**src/rtl/nco_ctrl_pkg.sv**
```systemverilog
// Package: shared types and control-vector positions for the NCO control
// register bank. Assumes a 2-bit target field at the top of the address.
package nco_ctrl_pkg;

    typedef enum logic [1:0] {
        TGT_FREQ_A = 2'd0,
        TGT_FREQ_B = 2'd1,
        TGT_PHASE  = 2'd2
    } target_e;

    // Bit positions of the asynchronous controls inside the synchroniser vector
    localparam int CTL_CS   = 0;
    localparam int CTL_WR   = 1;
    localparam int CTL_FSEL = 2;
    localparam int CTL_FLD  = 3;
    localparam int CTL_PSEL = 4;
    localparam int CTL_PLD  = 5;
    localparam int CTL_NUM  = 6;

    // Idle levels: chip select and both loads idle high, the rest idle low
    localparam logic [CTL_NUM-1:0] CTL_IDLE = 6'b101001;

    // Map the two top address bits onto a target buffer
    function automatic target_e decode_target(input logic [1:0] hi);
        if (hi[1])      return TGT_PHASE;
        else if (hi[0]) return TGT_FREQ_B;
        else            return TGT_FREQ_A;
    endfunction

endpackage

```
**src/rtl/nco_sync_edge.sv**
```systemverilog
// Module: multi-bit synchroniser with edge detection.
// Each bit passes through STAGES flops. The last stage gives the level, and
// one more flop gives the previous level for rise and fall detection.
// Assumes every bit is an independent, slowly changing asynchronous control.
module nco_sync_edge #(
    parameter int                WIDTH   = 1,
    parameter int                STAGES  = 2,
    parameter logic [WIDTH-1:0]  RST_VAL = '0
) (
    input  logic             clk,
    input  logic             rst_n,
    input  logic [WIDTH-1:0] async_in,
    output logic [WIDTH-1:0] level,
    output logic [WIDTH-1:0] rise,
    output logic [WIDTH-1:0] fall
);

    logic [WIDTH-1:0] chain [STAGES];
    logic [WIDTH-1:0] last;

    for (genvar s = 0; s < STAGES; s++) begin : g_stage
        if (s == 0) begin : g_first
            // Purpose: first capture of the asynchronous inputs
            always_ff @(posedge clk) begin
                if (!rst_n) chain[0] <= RST_VAL;
                else        chain[0] <= async_in;
            end
        end else begin : g_next
            // Purpose: further metastability settling stage
            always_ff @(posedge clk) begin
                if (!rst_n) chain[s] <= RST_VAL;
                else        chain[s] <= chain[s-1];
            end
        end
    end

    // Purpose: keep the previous settled level for edge detection
    always_ff @(posedge clk) begin
        if (!rst_n) last <= RST_VAL;
        else        last <= chain[STAGES-1];
    end

    assign level = chain[STAGES-1];
    assign rise  = chain[STAGES-1] & ~last;
    assign fall  = ~chain[STAGES-1] & last;

endmodule

```
**src/rtl/nco_wr_bank.sv**
```systemverilog
// Module: byte-addressed write bank holding frequency buffers A and B and
// the phase buffer. A qualified write pulse stores one byte per pulse.
// Assumes the address and data are stable in the cycle of the pulse.
module nco_wr_bank
    import nco_ctrl_pkg::*;
#(
    parameter int DATA_W = 8,
    parameter int ADDR_W = 4,
    parameter int FREQ_W = 32
) (
    input  logic                     clk,
    input  logic                     rst_n,
    input  logic                     wr_fire,
    input  logic [DATA_W-1:0]        wr_data,
    input  logic [ADDR_W-1:0]        wr_addr,
    output logic [FREQ_W-1:0]        buf_a,
    output logic [FREQ_W-1:0]        buf_b,
    output logic [DATA_W+ADDR_W-1:0] buf_p,
    output logic [2:0]               tgt_we
);

    localparam int LANES   = FREQ_W / DATA_W;
    localparam int LANE_W  = (LANES > 1) ? $clog2(LANES) : 1;
    localparam int PH_LO_W = ADDR_W;

    target_e           tgt;
    logic [LANE_W-1:0] lane;
    logic [DATA_W-1:0] lane_a [LANES];
    logic [DATA_W-1:0] lane_b [LANES];
    logic [PH_LO_W-1:0] ph_lo;
    logic [DATA_W-1:0]  ph_hi;

    // Purpose: decode the target buffer and the lane for this write
    always_comb begin
        tgt    = decode_target(wr_addr[ADDR_W-1:ADDR_W-2]);
        lane   = wr_addr[LANE_W-1:0];
        tgt_we = '0;
        if (wr_fire) tgt_we[tgt] = 1'b1;
    end

    // Purpose: store byte lanes of frequency buffer A
    always_ff @(posedge clk) begin
        if (!rst_n) begin
            for (int l = 0; l < LANES; l++) lane_a[l] <= '0;
        end else if (tgt_we[TGT_FREQ_A]) begin
            for (int l = 0; l < LANES; l++)
                if (lane == LANE_W'(l)) lane_a[l] <= wr_data;
        end
    end

    // Purpose: store byte lanes of frequency buffer B
    always_ff @(posedge clk) begin
        if (!rst_n) begin
            for (int l = 0; l < LANES; l++) lane_b[l] <= '0;
        end else if (tgt_we[TGT_FREQ_B]) begin
            for (int l = 0; l < LANES; l++)
                if (lane == LANE_W'(l)) lane_b[l] <= wr_data;
        end
    end

    // Purpose: store the two parts of the phase buffer; other lanes ignored
    always_ff @(posedge clk) begin
        if (!rst_n) begin
            ph_lo <= '0;
            ph_hi <= '0;
        end else if (tgt_we[TGT_PHASE]) begin
            if (wr_addr[1:0] == 2'b00)      ph_lo <= wr_data[DATA_W-1 -: PH_LO_W];
            else if (wr_addr[1:0] == 2'b01) ph_hi <= wr_data;
        end
    end

    for (genvar l = 0; l < LANES; l++) begin : g_pack
        assign buf_a[l*DATA_W +: DATA_W] = lane_a[l];
        assign buf_b[l*DATA_W +: DATA_W] = lane_b[l];
    end

    assign buf_p = {ph_hi, ph_lo};

endmodule

```
**src/rtl/nco_load_stage.sv**
```systemverilog
// Module: two-step load path. In the cycle of the load event it captures
// the source; in the next cycle it moves the capture into the active register.
// Assumes the source is valid in the cycle of the event.
module nco_load_stage #(
    parameter int W = 32
) (
    input  logic         clk,
    input  logic         rst_n,
    input  logic         fire,
    input  logic [W-1:0] src,
    output logic [W-1:0] active,
    output logic         xfer
);

    logic [W-1:0] staged;
    logic         pending;

    // Purpose: capture the selected source on a load event
    always_ff @(posedge clk) begin
        if (!rst_n) begin
            staged  <= '0;
            pending <= 1'b0;
        end else begin
            pending <= fire;
            if (fire) staged <= src;
        end
    end

    // Purpose: move the captured word into the active register
    always_ff @(posedge clk) begin
        if (!rst_n)       active <= '0;
        else if (pending) active <= staged;
    end

    assign xfer = pending;

endmodule

```
**src/rtl/nco_ctrl_regs.sv**
```systemverilog
// Module: top of the NCO control register bank. It synchronises the control
// inputs, writes the buffers and runs the frequency and phase load paths.
// Assumes the bus pins are held stable while a write or a bypass load is
// in progress.
module nco_ctrl_regs
    import nco_ctrl_pkg::*;
#(
    parameter int DATA_W      = 8,
    parameter int ADDR_W      = 4,
    parameter int FREQ_W      = 32,
    parameter int SYNC_STAGES = 2
) (
    input  logic                     clk,
    input  logic                     rst_n,
    input  logic [DATA_W-1:0]        bus_data,
    input  logic [ADDR_W-1:0]        bus_addr,
    input  logic                     cs_n,
    input  logic                     wr_strobe,
    input  logic                     freq_sel,
    input  logic                     freq_load,
    input  logic                     phase_src_sel,
    input  logic                     phase_load,
    output logic [FREQ_W-1:0]        freq_word,
    output logic [DATA_W+ADDR_W-1:0] phase_word
);

    localparam int PHASE_W = DATA_W + ADDR_W;

    logic [CTL_NUM-1:0] ctl_level, ctl_rise, ctl_fall;
    logic               wr_fire;
    logic [2:0]         tgt_we;
    logic [FREQ_W-1:0]  buf_a, buf_b, freq_src;
    logic [PHASE_W-1:0] buf_p, phase_src;
    logic               freq_xfer, phase_xfer;

    nco_sync_edge #(
        .WIDTH  (CTL_NUM),
        .STAGES (SYNC_STAGES),
        .RST_VAL(CTL_IDLE)
    ) u_sync (
        .clk     (clk),
        .rst_n   (rst_n),
        .async_in({phase_load, phase_src_sel, freq_load, freq_sel, wr_strobe, cs_n}),
        .level   (ctl_level),
        .rise    (ctl_rise),
        .fall    (ctl_fall)
    );

    assign wr_fire = ctl_rise[CTL_WR] & ~ctl_level[CTL_CS];

    nco_wr_bank #(
        .DATA_W(DATA_W),
        .ADDR_W(ADDR_W),
        .FREQ_W(FREQ_W)
    ) u_bank (
        .clk    (clk),
        .rst_n  (rst_n),
        .wr_fire(wr_fire),
        .wr_data(bus_data),
        .wr_addr(bus_addr),
        .buf_a  (buf_a),
        .buf_b  (buf_b),
        .buf_p  (buf_p),
        .tgt_we (tgt_we)
    );

    // Purpose: choose the frequency and phase sources from the settled selects
    always_comb begin
        freq_src  = ctl_level[CTL_FSEL] ? buf_a : buf_b;
        phase_src = ctl_level[CTL_PSEL] ? buf_p : {bus_data, bus_addr};
    end

    nco_load_stage #(.W(FREQ_W)) u_freq_load (
        .clk   (clk),
        .rst_n (rst_n),
        .fire  (ctl_fall[CTL_FLD]),
        .src   (freq_src),
        .active(freq_word),
        .xfer  (freq_xfer)
    );

    nco_load_stage #(.W(PHASE_W)) u_phase_load (
        .clk   (clk),
        .rst_n (rst_n),
        .fire  (ctl_fall[CTL_PLD]),
        .src   (phase_src),
        .active(phase_word),
        .xfer  (phase_xfer)
    );

endmodule

```
**config.mk**
```make
export PLATFORM = sky130hd
export DESIGN_NAME = nco_ctrl_regs
export DESIGN_NICKNAME = d
export VERILOG_FILES = /design/src/rtl/nco_ctrl_pkg.sv /design/src/rtl/nco_sync_edge.sv /design/src/rtl/nco_wr_bank.sv /design/src/rtl/nco_load_stage.sv /design/src/rtl/nco_ctrl_regs.sv
export SDC_FILE = /design/constraint.sdc
export NUM_CORES = 1
export LEC_CHECK = 0
export BUFFER_PORTS_ARGS = -buffer_cell sky130_fd_sc_hd__buf_2
export CAP_MARGIN = 20
export CORE_MARGIN = 2
export CORE_UTILIZATION = 59
export CTS_CLUSTER_DIAMETER = 200
export DETAILED_ROUTE_END_ITERATION = 12
export PLACE_DENSITY = 0.83
export SYNTH_ARGS = -nofsm -noshare
export SYNTH_HDL_FRONTEND = slang
export SYNTH_SLANG_ARGS = --single-unit
```
**constraint.sdc**
```tcl
create_clock -name clk -period 2.7 [get_ports clk]
set_clock_uncertainty 0.2 [all_clocks]
set_input_delay 0.135 -clock clk [delete_from_list [all_inputs] [get_ports clk]]
set_output_delay 0.135 -clock clk [all_outputs]
set_load 0.1 [all_outputs]
```
* After elaboration in Yosys (flattened, before gate mapping) *
Memory sizes are Yosys's and may differ from the RTL's.
Index checks and enable logic that the tools add are counted.

cells by class
  div/mod/pow operators = 0
  multipliers = 0
  muxes and demuxes = 47
  order comparisons = 2
  equality and inequality tests = 3
  bitwise logic cells = 17
  shift-type cells = 0
  add/subtract/negate cells = 0
  reductions and logical operators = 4

operators by type and width
  kind                                                 count
  two-way mux 8 bit                                    8
  two-way mux 1 bit                                    32
  two-way mux 32 bit                                   1
  two-way mux 12 bit                                   1
  two-way mux 6 bit                                    2
  OR 1 bit                                             10
  bitwise AND 6 bit                                    1
  inverter 6 bit                                       1
  == test 2 bit, second input constant                 2
  < comparator 2 x 3 -> 1 bit, second input constant   1
  two-way mux 3 bit                                    1
  AND reduction 3 bit                                  1
  bitwise AND 2 bit                                    1
  demux 1 bit (select 2 bit)                           1
  == test 2 x 1 -> 1 bit, second input constant        1
  >= comparator 2 x 1 -> 1 bit, second input constant  1
  logical NOT 2 bit                                    1
  two-way mux 2 bit                                    1
  inverter 1 bit                                       2
  inverter 2 bit                                       1
  AND reduction 2 bit                                  1
  bitwise AND 1 bit                                    1
  logical AND 1 bit                                    1

word-level totals
  register bits after elaboration = 108
  input port bits = 20
  latch bits = 0
  logic and storage cells = 85
  ROM bits = 0
  memories = 3
  bits in writable memories = 76

memories
  name           words  bits a word  rd ports  clocked after memory_dff  wr ports  line                 RTL
  u_bank.lane_a  4      8            4         0                         4         nco_wr_bank.sv:28    logic [DATA_W-1:0] lane_a [LANES];
  u_bank.lane_b  4      8            4         0                         4         nco_wr_bank.sv:29    logic [DATA_W-1:0] lane_b [LANES];
  u_sync.chain   2      6            2         0                         2         nco_sync_edge.sv:18  logic [WIDTH-1:0] chain [STAGES];

* Longest topological paths before layout *
  word-level depth = 11
  depth in mapped cells = 5
  mapped depth without buffers = 3

* By module *
Synthesis repeated with hierarchy kept, for this count alone.

second synthesis, totals
  cell total of the unflattened synthesis = 608
  area, all modules = 7666.1 sq um

by module, submodules not included
  module                         cells an instance  area each (sq um)  times used
  nco_wr_bank                    221                2965.3             1
  nco_load_stage (u_freq_load)   209                2506.2             1
  nco_load_stage (u_phase_load)  79                 938.4              1
  nco_ctrl_regs                  50                 693.2              1
  nco_sync_edge                  49                 563.0              1

* Least setup slack after synthesis *
Ideal clock, no wire load.

  path kind = flip-flop to flip-flop
  start point = mem u_sync.chain[1][1] (netlist name)
  end point = mem u_bank.lane_b[1][0] (enable)
  path buffers = 0
  clock period less this slack = 1.910 ns
  stages on the path, launching flop included = 4
  setup time = 0.384 ns
  data required time = 2.116 ns
  arrival = 1.326 ns
  setup slack = 0.790 ns
  cells stage by stage = dfxtp_1 -> nor3b_2 -> nand3b_1 -> o21ai_0

RTL lines
  item             line
  start, declared  nco_sync_edge.sv:18
  end, declared    nco_wr_bank.sv:29

==> results_dict.tcl <==
set metrics [dict create \
    outcome "completed" \
    p_leak_nw 3.67 \
    wl_per_cell_microns 16.4 \
    synth_top_cell_by_area "dfxtp_1" \
    grt_first_pass_wirelength_microns 22300 \
    gr-usage-met3_pct 5.40 \
    hold_viol_final 0 \
    grt-ovfl-total 0 \
    gr-usage-met1_pct 27.3 \
    rr_startpoint "u_sync.chain[1][1]$_SDFF_PN0_" \
    detail-route-antenna-nets 0 \
    setup_viol 0 \
    grt_pass1_vias 4481 \
    dieArea_sq_um 13100 \
    synthDistinctLibCells 24 \
    arrival_ps 2100 \
    grt_max_degree 82 \
    cp_top_family "buffers and inverters" \
    core_area_sq_um 12000 \
    cpMaxStageDelayCell "buf_4" \
    rows 40 \
    pin_count 64 \
    max_freq_ghz 0.510 \
    critPathBufInv 3 \
    synth_cells 584 \
    syn_area_sq_um 7220 \
    met2_usage_pct 37.0 \
    hpwl_microns 8130 \
    cts_buffers 17 \
    rrSetupSlack_ps 870 \
    yosys-top-cells-count "117 x dfxtp_1, 100 x mux2i_1, 72 x and2_1" \
    worstSetupPathDepth 5 \
    h-tree-depth 4 \
    cp-startpoint "rst_n" \
    critical_path_required_ps 2840 \
    combPwrFrac_pct 5.3 \
    hold-worst-slack_ps 145 \
    switching_share_pct 21.3 \
    crit_type "in2reg" \
    start_util_pct 60.4 \
    worst_slack_ps 738 \
    clock-root-buffer "clkbuf_16" \
    seqCellArea_sq_um 4270 \
    synth_top_cells_by_area "dfxtp_1 32%, edfxtp_1 27%, mux2i_1 14%, and2_1 6.2%, o211a_1 6.1%" \
    wl_microns 13400 \
    clock_latency_ps 430 \
    pre_cts_ws_ps 907 \
    synth.ff_latch_count 181 \
    clock_sinks 181 \
    antenna_cells 0 \
    syn_nets 604 \
    gp_congestion 0.736 \
    io_buffers 63 \
    drive_gt1_share_pct 18.1 \
    drtIter0Drc 224 \
    relSlewSlack_pct 52.9 \
    nFillCells 800 \
    slowest_delay_ps 650 \
    cp-start-kind "input pin" \
    rsz0062_at_grt "false" \
    antenna_found_initial 0 \
    grtUsageTotal_pct 22.1 \
    finalSetupTns_ps 0 \
    cts_tree "done" \
    drc 0 \
    seqPwrFrac_pct 50.8 \
    viasPerCell 5.39 \
    synth-edff-count 64 \
    clock_power_share_pct 43.9 \
    synth_flop_cell "dfxtp_1" \
    r2r_cells 3 \
    grt_busiest_layer "met2" \
    clk_pin_slew_ps 60 \
    async_flop_share_pct 0 \
    drt-pass1-iter-count 5 \
    timing.final.crit_period_ps 1960 \
    ir_drop_uv 596 \
    syn2layout_area_growth_pct 16.8 \
    worstSetupEndpoint "u_bank.ph_hi[1]$_SDFFE_PN0P_" \
    reg2reg_to "u_bank.ph_hi[1]$_SDFFE_PN0P_" \
    slew_violations 0 \
    yosysMostFrequentCell "dfxtp_1" \
    cap_violations 0 \
    vias 4419 \
    cp_cell_sequence "dlygate4sd3_1 > buf_4 > buf_4 > nand2_1 > mux2i_1" \
    clock_path_buffers 2 \
    die_h_microns 115 \
    hp-class "in2reg" \
    end_kind "flip-flop" \
    crit_fanout 81 \
    tightest_slew_ps 705 \
    nets 680 \
    avgSynthCellArea_sq_um 12.4 \
    yosysSeqAreaShare_pct 59.0 \
    post-cts-setup-buffers 0 \
    period_share_pct 72.7 \
    die_width_microns 115 \
    power.density_nw_per_um2 688 \
    synth_top_area_share_pct 32.4 \
    cp_common_cell "buf_4" \
    multiInputGateArea_sq_um 2770 \
    netSwitchingPower_mw 1.24 \
    ys.warnings.count 0 \
    internal_power_mw 4.57 \
]
[what timing repair did]
action | CTS | global route
hold buffers | 17 | 0
resized for setup | 0 | 0
endpoints found under the hold margin | 101 | 0
[per-layer routing]
| metal | up-vias | routed length [microns] |
|---|---|---|
| met5 | - | 0 |
| met4 | 0 | 272 |
| met3 | 26 | 514 |
| met2 | 81 | 6760 |
| met1 | 2136 | 5870 |
| li1 | 2176 | - |
[per-stage QoR]
step	utilization, %	std cells	cell area (sq um)	power (mW)
6_report	70.5	820	8440	5.80
5_1_grt	70.5	820	8440	5.97
4_1_cts	70.5	820	8440	5.84
3_5_place_dp	64.0	771	7650	3.29
3_3_place_gp	64.0	771	7650	3.28
2_1_floorplan	-	584	7220	3.20
[how the worst min path moves through the flow]
stage,startpoint,end,slack [ps],cells after the start
floorplan,cs_n,u_sync.chain[0][0]$_SDFF_PN1_,40,1
global placement,cs_n,u_sync.chain[0][0]$_SDFF_PN1_,120,2
detailed placement,phase_load,u_sync.chain[0][5]$_SDFF_PN1_,120,2
CTS,bus_addr[3],u_bank.ph_lo[0]$_SDFFE_PN0P_,120,3
global route,bus_addr[3],u_bank.ph_lo[3]$_SDFFE_PN0P_,180,3
finish,bus_addr[3],u_bank.ph_lo[0]$_SDFFE_PN0P_,150,3
[cell usage in the layout, fill, tap and decap left out, drive strengths merged, types with 3 or more instances in the layout]
master,instances
o211a,44
bufinv,4
nand2,66
clkinvlp,3
clkbuf,18
edfxtp,64
nor3,4
nand2b,11
and2,72
dlygate4sd3,17
buf,78
mux2i,100
clkinv,7
nor4,4
dfxtp,117
nor2,3
nor2b,46
o21ai,8
[power by group through the flow]
stage          sequential [mW]  clock, mW  combinational [mW]
6_report                  2.95       2.55               0.310
2_1_floorplan             3.01          0               0.189
4_1_cts                   2.95       2.58               0.310
3_5_place_dp              3.01          0               0.288
3_3_place_gp              3.00          0               0.279
5_1_grt                   2.96       2.68               0.337
[tightest hold or removal path, cell delays in order]
cell	delay [ps]
buf_2	210
nand3_1	270
mux2i_1	110
[final cells by class]
type,instances,area share [%]
sequential,181,50.6
multi-input combinational,364,32.8
timing repair buffer,95,7.12
clock buffer,18,5.09
clock inverter,14,2.19
tap,147,2.18
inverter,1,0.0445
[cell families (layout without fill, tap and decap cells)]
kind of cell           Yosys count  after routing  share of synthesized area (%)
AND/OR/NAND/NOR                212            212                           17.7
flip-flops                     181            181                           59.0
multiplexers                   100            100                           13.9
buffers and inverters           39            128                           2.74
AO/OA/AOI/OAI                   52             52                           6.65
[flip-flops by register name (all words and copies together) (netlist names)]
| register | count |
|---|---|
| u_bank.lane_a | 32 |
| u_bank.lane_b | 32 |
| u_freq_load.active | 32 |
| u_freq_load.staged | 32 |
| u_phase_load.active | 12 |
| u_phase_load.staged | 12 |
| u_sync.chain | 12 |
| u_bank.ph_hi | 8 |
| u_bank.ph_lo | 4 |
| u_sync.last | 3 |
| u_freq_load.xfer | 1 |
| u_phase_load.xfer | 1 |
No activity file was read; power rests on OpenSTA's default activity.
